### src/rtl/pswallow_pkg.sv
package pswallow_pkg;
    localparam int SW_W   = 4;
    localparam int MAIN_W = 11;
    localparam int PRE_LO = 1 << SW_W;
    localparam int PRE_W  = SW_W + 1;
    localparam int WORD_W = MAIN_W + SW_W;

    typedef struct packed {
        logic [MAIN_W-1:0] m;
        logic [SW_W-1:0]   a;
    } ratio_t;

    function automatic logic ratio_ok(input ratio_t r);
        return (r.m != '0) && (MAIN_W'(r.a) <= r.m);
    endfunction
endpackage

### src/rtl/pswallow_ratio_hold.sv
module pswallow_ratio_hold
    import pswallow_pkg::*;
#(
    parameter ratio_t RST_RATIO = '{m: 11'd4, a: 4'd0}
) (
    input  logic   clk,
    input  logic   rst,
    input  logic   load,
    input  ratio_t word,
    output ratio_t held,
    output logic   err
);
    always_ff @(posedge clk) begin
        if (rst) begin
            held <= RST_RATIO;
            err  <= 1'b0;
        end else if (load) begin
            if (ratio_ok(word)) begin
                held <= word;
                err  <= 1'b0;
            end else begin
                err  <= 1'b1;
            end
        end
    end

    assert_reject_keep_R5: assert property (@(posedge clk) disable iff (rst)
        (load && !ratio_ok(word)) |=> (err && $stable(held)));
    assert_accept_R6: assert property (@(posedge clk) disable iff (rst)
        (load && ratio_ok(word)) |=> (!err && held == $past(word)));
endmodule

### src/rtl/pswallow_prescaler.sv
module pswallow_prescaler
    import pswallow_pkg::*;
(
    input  logic clk,
    input  logic rst,
    input  logic use17,
    output logic done
);
    logic [PRE_W-1:0] cnt;

    assign done = (cnt == (use17 ? PRE_W'(PRE_LO) : PRE_W'(PRE_LO - 1)));

    always_ff @(posedge clk) begin
        if (rst || done) cnt <= '0;
        else             cnt <= cnt + 1'b1;
    end

    assert_pre_range_R2: assert property (@(posedge clk) disable iff (rst)
        cnt <= PRE_W'(PRE_LO));
    assert_pre_wrap_R2: assert property (@(posedge clk) disable iff (rst)
        (cnt == PRE_W'(PRE_LO - 1) && !use17) |=> (cnt == '0));
endmodule

### src/rtl/pswallow_counters.sv
module pswallow_counters
    import pswallow_pkg::*;
#(
    parameter ratio_t RST_RATIO = '{m: 11'd4, a: 4'd0}
) (
    input  logic   clk,
    input  logic   rst,
    input  logic   pre_done,
    input  ratio_t next_ratio,
    output logic   use17,
    output logic   terminal
);
    logic [MAIN_W-1:0] m_rem;
    logic [SW_W-1:0]   a_rem;

    assign use17    = (a_rem != '0);
    assign terminal = pre_done && (m_rem == MAIN_W'(1));

    always_ff @(posedge clk) begin
        if (rst) begin
            m_rem <= RST_RATIO.m;
            a_rem <= RST_RATIO.a;
        end else if (terminal) begin
            m_rem <= next_ratio.m;
            a_rem <= next_ratio.a;
        end else if (pre_done) begin
            m_rem <= m_rem - 1'b1;
            if (a_rem != '0) a_rem <= a_rem - 1'b1;
        end
    end

    assert_count_order_R2: assert property (@(posedge clk) disable iff (rst)
        (m_rem != '0) && (MAIN_W'(a_rem) <= m_rem));
    assert_main_step_R1: assert property (@(posedge clk) disable iff (rst)
        (pre_done && !terminal) |=> (m_rem == $past(m_rem) - 1'b1));
endmodule

### src/rtl/pswallow_divider.sv
module pswallow_divider
    import pswallow_pkg::*;
#(
    parameter int RST_M = 4,
    parameter int RST_A = 0
) (
    input  logic              clk,
    input  logic              rst,
    input  logic [WORD_W-1:0] ratio_word,
    input  logic              ratio_load,
    input  logic              test_en,
    output logic              div_pulse,
    output logic              test_out,
    output logic              ratio_err
);
    localparam ratio_t RST_RATIO = '{m: MAIN_W'(RST_M), a: SW_W'(RST_A)};

    ratio_t held;
    logic   use17, pre_done, terminal, half_q;

    pswallow_ratio_hold #(.RST_RATIO(RST_RATIO)) u_hold (
        .clk(clk), .rst(rst), .load(ratio_load), .word(ratio_t'(ratio_word)),
        .held(held), .err(ratio_err)
    );

    pswallow_prescaler u_pre (
        .clk(clk), .rst(rst), .use17(use17), .done(pre_done)
    );

    pswallow_counters #(.RST_RATIO(RST_RATIO)) u_cnt (
        .clk(clk), .rst(rst), .pre_done(pre_done), .next_ratio(held),
        .use17(use17), .terminal(terminal)
    );

    always_ff @(posedge clk) begin
        if (rst) begin
            div_pulse <= 1'b0;
            half_q    <= 1'b0;
        end else begin
            div_pulse <= terminal;
            if (terminal) half_q <= ~half_q;
        end
    end

    assign test_out = test_en & half_q;

    assert_single_width_R3: assert property (@(posedge clk) disable iff (rst)
        div_pulse |=> !div_pulse);
    assert_half_toggle_R4: assert property (@(posedge clk) disable iff (rst)
        (half_q != $past(half_q)) == div_pulse);
    assert_test_gate_R4: assert property (@(posedge clk) disable iff (rst)
        !test_en |-> !test_out);
endmodule

### config.mk
export PLATFORM = sky130hd
export DESIGN_NAME = pswallow_divider
export DESIGN_NICKNAME = d
export VERILOG_FILES = /design/src/rtl/pswallow_pkg.sv /design/src/rtl/pswallow_ratio_hold.sv /design/src/rtl/pswallow_prescaler.sv /design/src/rtl/pswallow_counters.sv /design/src/rtl/pswallow_divider.sv
export SDC_FILE = /design/constraint.sdc
export NUM_CORES = 1
export LEC_CHECK = 0
export BUFFER_PORTS_ARGS = -buffer_cell sky130_fd_sc_hd__buf_2
export CAP_MARGIN = 20
export CORE_ASPECT_RATIO = 1.75
export CORE_MARGIN = 8
export CORE_UTILIZATION = 45
export CTS_BUF_LIST = sky130_fd_sc_hd__clkbuf_16
export DETAILED_ROUTE_END_ITERATION = 10
export SYNTH_ARGS = -nofsm -noshare
export SYNTH_HDL_FRONTEND = slang
export SYNTH_SLANG_ARGS = --single-unit
### constraint.sdc
create_clock -name clk -period 3 [get_ports clk]
set_input_delay 0.6 -clock clk [delete_from_list [all_inputs] [get_ports clk]]
set_output_delay 0.6 -clock clk [all_outputs]
set_load 0.005 [all_outputs]
==> reports/qor.txt, run 1 <==
Remaining global-route overflow - 0
Gr usage total - 14.3%
Source of the worst register-to-register timing path - u_cnt.a_rem[0]
Die extent in x - 67.8 um
Number of input and output port buffers inserted - 21
Outcome - complete, no violations
Launch point of the critical path - u_cnt.a_rem[0]
Area of combinational cells with multiple inputs - 1240 um2
CTS tree - built
Number of antenna repair diodes - 0
Pins Over Slew Limit - 0
Setup TNS after final layout - 0 ns
Num CTS Buffers - 5
Number of synthesis warnings - 0
Setup bufs post-CTS - 0
Area growth from synthesis to layout - 13.1%
FFs w/ async S/R, synth - 0%
Maxcap violations - 0
Number of standard cells in the final layout excluding fillers - 318
Clk sinks - 38
Routed length per instance - 15.4 um
DR vias - 1866
Placeable core region - 4620 um2
DR pass1 iterations - 4
NetSw - 0.249 mW
Clock skew - 0.00554 ns
Gate count of the mapped netlist - 246
# IOs - 22
Power density normalized to cell area - 461 nW/um2
Flip-flop cell with the highest count after synthesis - sky130_fd_sc_hd__dfxtp_1
Critical path, cell by cell - inv_1, ha_1, or3b_1, and3b_1, o21ai_1, mux2_2
Slowest CP cell - sky130_fd_sc_hd__o21ai_1
Number of global-route vias before repair - 1801
Number of inserted filler cells in the final layout - 443
Final ANT Viol Nets - 0
Commonest cells after routing, fill and taps aside - sky130_fd_sc_hd__nand2_1 (38), sky130_fd_sc_hd__dfxtp_1 (38), sky130_fd_sc_hd__mux2i_1 (22)
Count of H-tree levels built during CTS - 2
Per-instance average area after synthesis - 8.60 um2
Net total in the final layout - 292
FF+latch area - 761 um2
Combinational power share - 7.0%
Total placed cells including tap cells - 310
Net count after synthesis - 273
Share of the cycle needed by the critical path after routing - 77.6%
Final design area excluding fillers - 2390 um2
Crit path time final - 2.33 ns
Worst Path Class, Setup - reg2reg
Iteration-0 DRC count of the detailed router - 56
Die height - 107 um
Ratio of routed vias to standard cells - 5.87
Setup slack after layout - 0.673 ns
Share of power burned in the clock network - 44.7%
Root Buffer - sky130_fd_sc_hd__clkbuf_16
Required time of the critical path - 3.17 ns
Maximum clock rate - 0.430 GHz
Final setup violation count - 0
Standard-cell row count - 33
Hold-fix buffer count after cts - 0
Clock insertion delay at the later pin of the skew report - 0.28 ns
Die area - 7240 um2
Maximum vdd ir drop - 0.000433 V
Tightest Pin Transition - 0.602 ns
Weighted congestion reported at the end of routability-driven placement - 0.845
Initial antenna violation count - 0
Maximum number of pins on one net before global-route repair - 28
Placed inst area - 2250 um2
Remaining max-slew budget at the tightest pin - 59.3%
Maximum fanout along the worst path - 12
Start point of the worst hold path - u_hold.held[14]
Number of failing hold endpoints at the final stage - 0
Delay contributed by the slowest stage of the critical path - 0.47 ns
Static Leak - 1.02 nW
Min-delay worst type - reg2reg
Critical Path Start Type - register
Wire length of the first global-routing pass - 8.27 mm
Setup repair after global routing missed its margin - false
Count of cell types in the netlist - 52
Hold_ws - 0.458 ns
DP Worst Slack - 0.675 ns
Share of cells above drive strength 1 - 15.0%
Number of flops mapped to enable cells by yosys - 0
Final total power - 1.10 mW
Proportion of power drawn by flip-flops and latches - 48.3%
Starting density of the core - 45.7%
Internal power consumption - 0.854 mW
Number of buffers on the longest clock path - 2
Sw Share - 22.6%
Area of the mapped netlist - 2110 um2
CTS resizes - 0
Seq/Total Area, Yosys - 36.0%
Number of remaining DRC errors - 0
Register bit count reported by yosys - 38
Detailed-route wire length - 4.89 mm
Arrival time at the worst endpoint - 2.50 ns
Post-layout util - 51.7%
Clock slew seen by the registers of the worst setup and hold paths - 0.06 ns
Detailed Place HPWL - 3.65 mm
Nature of the critical path endpoint - register
-- registers in the layout, summed over array words and instances (netlist names) --
signal and count:
u_cnt.a_rem 4, u_cnt.m_rem 11, half_q 1, u_hold.held 15
div_pulse 1, u_hold.err 1, u_pre.cnt 5
-- cells by family after synthesis --
logic type               count (synthesis)  synth area share (%)
AND/OR/NAND/NOR                        105                  26.1
AO/OA/AOI/OAI                           42                  15.4
flip-flops                              38                  36.0
buffers and inverters                   26                  5.15
multiplexers                            23                  10.9
adder cells (fa/ha/maj)                  8                  4.73
XOR/XNOR                                 4                  1.66
-- power by group through the flow --
| stage | logic [mW] | registers, mW | clock network, mW |
|---|---|---|---|
| finish | 0.0775 | 0.533 | 0.493 |
| global route | 0.0879 | 0.535 | 0.517 |
| CTS | 0.0786 | 0.533 | 0.499 |
| detailed placement | 0.0781 | 0.544 | 0 |
| global placement | 0.0774 | 0.544 | 0 |
| floorplan | 0.0511 | 0.540 | 0 |
-- critical path, delay by kind of cell, from the launching register on --
| family | cells | cell delay, ns |
|---|---|---|
| buffers and inverters | 1 | 0.06 |
| multiplexers | 1 | 0.39 |
| adder cells (fa/ha/maj) | 1 | 0.17 |
| flip-flops | 1 | 0.33 |
| AO/OA/AOI/OAI | 1 | 0.47 |
| AND/OR/NAND/NOR | 2 | 0.80 |
-- cell type report --
cell class | instances | area share [%]
clock inverters | 3 | 0.471
clock buffers | 5 | 5.23
inverters | 13 | 2.04
flip-flops and latches | 38 | 31.8
repair buffers | 25 | 5.65
well taps | 52 | 2.72
multi-input cells | 182 | 52.1
-- synthesized netlist by cell type, drive strengths merged (2+ instances only) --
library cell	n	area, um2
and2	2	12.5
nand2	38	143
or2	2	12.5
a31oi	3	18.8
or3	5	31.3
o22ai	2	12.5
nand3	5	25.0
or4	4	33.8
nand3b	2	15.0
buf	5	30.0
inv	13	48.8
nor3	11	55.1
or3b	4	35.0
clkbuf	8	30.0
o32ai	8	70.1
dfxtp	38	761
a221oi	4	35.0
nor2	16	60.1
and4	2	17.5
ha	8	100
nor2b	2	12.5
nor4	4	40.0
o21ai	6	30.0
mux2i	22	220
xnor2	2	17.5
a21oi	4	20.0
nand2b	2	12.5
a211oi	2	15.0
a22oi	2	15.0
xor2	2	17.5
o211ai	4	30.0
-- worst paths after layout --
path,end,slack [ns],depth (start not counted)
setup / recovery,half_q,0.67,6
hold / removal,u_hold.held[14],0.46,2
setup reg to reg,half_q,0.67,6
hold reg to reg,u_hold.held[14],0.46,2
-- metal layers --
metal	GRT usage, %	share of wire [%]	vias up
met5	0	0	-
met4	6.48	2.4	0
met3	2.92	3.5	12
met2	24.6	52	52
met1	15.9	42	865
li1	-	-	937
Note: power is estimated with default switching activity, not from simulation.
==> run 2, diff against run 1 <==
--- a/config.mk
+++ b/config.mk
@@ -5,6 +5,7 @@
 export SDC_FILE = /design/constraint.sdc
 export NUM_CORES = 1
 export LEC_CHECK = 0
+export ABC_AREA = 1
 export BUFFER_PORTS_ARGS = -buffer_cell sky130_fd_sc_hd__buf_2
 export CAP_MARGIN = 20
 export CORE_ASPECT_RATIO = 1.75
==> constraint.sdc (replaced) <==
create_clock -name clk -period 2.42 [get_ports clk]
set_input_delay 0.484 -clock clk [delete_from_list [all_inputs] [get_ports clk]]
set_output_delay 0.484 -clock clk [all_outputs]
set_load 0.005 [all_outputs]
==> run 2 against run 1 <==
  * Wire length is 12% lower
  * Clock-buffer cell count did not move
  * Maximum frequency is 41% higher
  * Highest routed layer unchanged
  * Largest cell class unchanged
  * Critical path type unchanged
  * Clock power up 24%
  * Sequential share of layout area is 0.37 points higher
  * Clock skew increased by 0.00051 ns
==> reports/qor.txt, run 2 <==
Outcome - complete, no violations
Commonest cells after routing, fill and taps aside - sky130_fd_sc_hd__nand2_1 (54), sky130_fd_sc_hd__nor2_1 (44), sky130_fd_sc_hd__dfxtp_1 (38)
Maximum fanout along the worst path - 13 (+1)
Number of flops mapped to enable cells by yosys - 0 (unchanged)
Worst Path Class, Setup - reg2reg
Most frequent cells after synthesis - sky130_fd_sc_hd__nand2_1 (54), sky130_fd_sc_hd__nor2_1 (44), sky130_fd_sc_hd__dfxtp_1 (38), sky130_fd_sc_hd__inv_1 (34), sky130_fd_sc_hd__nand3_1 (30)
FFs w/ async S/R, synth - 0% (unchanged)
Most common cell after layout, fill and taps aside - sky130_fd_sc_hd__nand2_1
Clock slew seen by the registers of the worst setup and hold paths - 0.06 ns (about the same)
Clk sinks - 38 (unchanged)
Delay contributed by the slowest stage of the critical path - 0.34 ns (-0.13 ns)
Worst Hold End - u_cnt.a_rem[1]
Number of inserted filler cells in the final layout - 475 (+7.2%)
Hold-fix buffer count after cts - 0 (unchanged)
Area leader, netlist - sky130_fd_sc_hd__dfxtp_1
Setup TNS after final layout - 0 ns (unchanged)
Num CTS Buffers - 5 (unchanged)
CP Buf/Inv Count - 2 (+1)
Area of the mapped netlist - 2100 um2 (-0.59%)
Number of remaining DRC errors - 0 (unchanged)
Largest registers - u_hold.held x15, u_cnt.m_rem x11, u_pre.cnt x5
Share of cells above drive strength 1 - 15.8% (+0.80 points)
Tightest Pin Transition - 0.541 ns (-0.0614 ns)
Critical Path Start Type - register
Share of the cycle needed by the critical path after routing - 68.0% (-9.6 points)
Register with the highest flop count - u_hold.held
Starting density of the core - 45.9% (+0.14 points)
Area growth from synthesis to layout - 12.4%
Clock insertion delay at the later pin of the skew report - 0.28 ns (about the same)
Arrival time at the worst endpoint - 1.81 ns (-0.69 ns)
Standard-cell row count - 33 (unchanged)
Maximum number of pins on one net before global-route repair - 33 (+18%)
Count of cell types in the netlist - 30 (-42%)
Detailed Place HPWL - 3.27 mm (-10%)
CTS resizes - 0 (unchanged)
Gate count of the mapped netlist - 301 (+22%)
DR vias - 1867 (+0.054%)
Placed inst area - 2230 um2 (-1.3%)
Die height - 106 um (-0.25%)
Slowest CP cell - sky130_fd_sc_hd__dfxtp_1
Net count after synthesis - 328 (+20%)
Final design area excluding fillers - 2360 um2 (-1.2%)
Synthesized-area fraction occupied by and/or/nand/nor cells - 33.9% (+7.8 points)
Capturing point of the worst reg2reg path - u_cnt.m_rem[5]
Ratio of routed vias to standard cells - 4.99 (-15%)
Number of input and output port buffers inserted - 21 (unchanged)
Remaining global-route overflow - 0 (unchanged)
Number of buffers on the longest clock path - 2 (unchanged)
Initial antenna violation count - 0 (unchanged)
Max reg flops - 15 (unchanged)
Xor and xnor area share after synthesis - 2.92% (+1.3 points)
Clock skew - 0.00605 ns (+0.000508 ns)
Register bit count reported by yosys - 38 (unchanged)
Adder and majority gate portion of the synthesized area - 4.76% (+0.028 points)
# IOs - 22 (unchanged)
Start point of the worst hold path - rst
Final setup violation count - 0 (unchanged)
CTS tree - built
Iteration-0 DRC count of the detailed router - 51 (-8.9%)
Worst hold stages - 2 (unchanged)
Static Leak - 1.15 nW (+12%)
Proportion of power drawn by flip-flops and latches - 47.9% (-0.4 points)
Flip-flop cell with the highest count after synthesis - sky130_fd_sc_hd__dfxtp_1
Nature of the critical path endpoint - register
Die area - 7200 um2 (-0.48%)
Required time of the critical path - 2.58 ns (-0.59 ns)
Die extent in x - 67.7 um (-0.23%)
Count of H-tree levels built during CTS - 2 (unchanged)
Weighted congestion reported at the end of routability-driven placement - 0.827 (-2.2%)
Root Buffer - sky130_fd_sc_hd__clkbuf_16
Cell family with most CP delay - simple AND/OR/NAND/NOR gates
Routed length per instance - 11.6 um (-25%)
Sw Share - 22.9% (+0.28 points)
Remaining max-slew budget at the tightest pin - 63.9% (+4.7 points)
Setup repair after global routing missed its margin - false
Min-delay worst type - in2reg
Number of antenna repair diodes - 0 (unchanged)
Proportion of synthesized area in mux cells - 0% (-11 points)
Combinational power share - 7.7% (+0.7 points)
Per-instance average area after synthesis - 6.98 um2 (-19%)
Maximum clock rate - 0.607 GHz (+41%)
Number of failing hold endpoints at the final stage - 0 (unchanged)
NetSw - 0.316 mW (+27%)
Dominant cell by count in the synthesized netlist - sky130_fd_sc_hd__nand2_1
Largest family of logic cells by synthesized area - simple AND/OR/NAND/NOR gates
Detailed-route wire length - 4.33 mm (-12%)
Critical path, cell by cell - inv_1, ha_1, nand2_2, nor2_1, nand2_1, nand2_4, nand2_4, inv_1, o21ai_0, o21ai_0
Final ANT Viol Nets - 0 (unchanged)
Seq/Total Area, Yosys - 36.2% (+0.21 points)
Number of synthesis warnings - 0 (unchanged)
Synth Area in Compound Gates - 12.1% (-3.3 points)
Maxcap violations - 0 (unchanged)
Crit path time final - 1.65 ns (-0.681 ns)
Share of power burned in the clock network - 44.4% (-0.3 points)
Wire length of the first global-routing pass - 7.76 mm (-6.2%)
Cell types with the largest area share after synthesis - sky130_fd_sc_hd__dfxtp_1 (36%), sky130_fd_sc_hd__nand2_1 (9.6%), sky130_fd_sc_hd__nor2_1 (7.9%)
Gr usage total - 13.5% (-0.79 points)
Setup bufs post-CTS - 0 (unchanged)
Setup slack on the worst flop-to-flop path - 0.77 ns (+0.10 ns)
R2R cell count - 10 (+4)
Placeable core region - 4580 um2 (-0.89%)
Source of the worst register-to-register timing path - u_cnt.a_rem[0]
DR pass1 iterations - 4 (unchanged)
Maximum vdd ir drop - 0.000454 V (+4.8%)
Pins Over Slew Limit - 0 (unchanged)
Power density normalized to cell area - 584 nW/um2 (+27%)
Net total in the final layout - 348 (+19%)
Area share of the leading cell type in the synthesized netlist - 36.2% (+0.21 points)
Internal power consumption - 1.07 mW (+25%)
Number of global-route vias before repair - 1826 (+1.4%)
==> run 2: changes by cell type after synthesis, moves of 16 or more <==
cell,change
sky130_fd_sc_hd__a21oi_1,+16
sky130_fd_sc_hd__nand3_1,+25
sky130_fd_sc_hd__mux2i_1,-22
sky130_fd_sc_hd__nand2_1,+16
sky130_fd_sc_hd__inv_1,+22
sky130_fd_sc_hd__nor2_1,+28
==> run 2: final cells by class <==
cell class / count / area, um2 / area share (%)
timing repair buffer: 24 / 128 / 5.40
multi-input combinational: 214 / 1130 / 47.8
tap: 52 / 65.1 / 2.75
clock buffer: 5 / 125 / 5.29
inverter: 38 / 143 / 6.03
sequential: 38 / 761 / 32.2
clock inverter: 3 / 12.5 / 0.529
==> run 2: cell families (layout without fill, tap and decap cells) <==
kind of cell / count (synthesis) / in the layout
buffers and inverters: 49 / 70
adder cells (fa/ha/maj): 8 / 8
AND/OR/NAND/NOR: 151 / 151
XOR/XNOR: 7 / 7
flip-flops: 38 / 38
AO/OA/AOI/OAI: 48 / 48
==> run 2: power by group through the flow <==
| stage | clock (mW) | combinational (mW) | sequential (mW) |
|---|---|---|---|
| 2_1_floorplan | 0 | 0.0766 | 0.672 |
| 3_3_place_gp | 0 | 0.106 | 0.675 |
| 3_5_place_dp | 0 | 0.108 | 0.675 |
| 5_1_grt | 0.656 | 0.125 | 0.664 |
| 4_1_cts | 0.629 | 0.108 | 0.662 |
| 6_report | 0.613 | 0.106 | 0.662 |
==> run 2: stage by stage <==
step	instances	hold WS (ns)	util, %	total power, mW	setup slack (ns)
global route	374	0.445	51.6	1.44	0.611
CTS	374	0.429	51.6	1.40	0.768
detailed placement	366	0.448	48.6	0.783	0.537
global placement	366	0.447	48.6	0.781	0.572
floorplan	301	0.429	-	0.749	0.740
finish	374	0.428	51.6	1.38	0.774
==> run 2: how the worst max path moves through the flow <==
stage          depth (start not counted)  slack [ns]           start         endpoint
2_1_floorplan                         11        0.74   ratio_word[7]   u_hold.held[6]
3_3_place_gp                          12        0.57   ratio_word[7]  u_hold.held[13]
3_5_place_dp                          12        0.54   ratio_word[7]   u_hold.held[9]
4_1_cts                               10        0.77  u_cnt.a_rem[0]   u_cnt.m_rem[5]
5_1_grt                               12        0.61   ratio_word[7]   u_hold.held[8]
6_report                              10        0.77  u_cnt.a_rem[0]   u_cnt.m_rem[5]
==> run 2: per-layer routing <==
metal | global-route usage [%] | vias to the layer above | part of all wire (%)
met2 | 23.9 | 34 | 53
li1 | - | 1003 | -
met3 | 2.53 | 7 | 2.5
met5 | 0 | - | 0
met1 | 14.5 | 823 | 43
met4 | 6.17 | 0 | 1.8
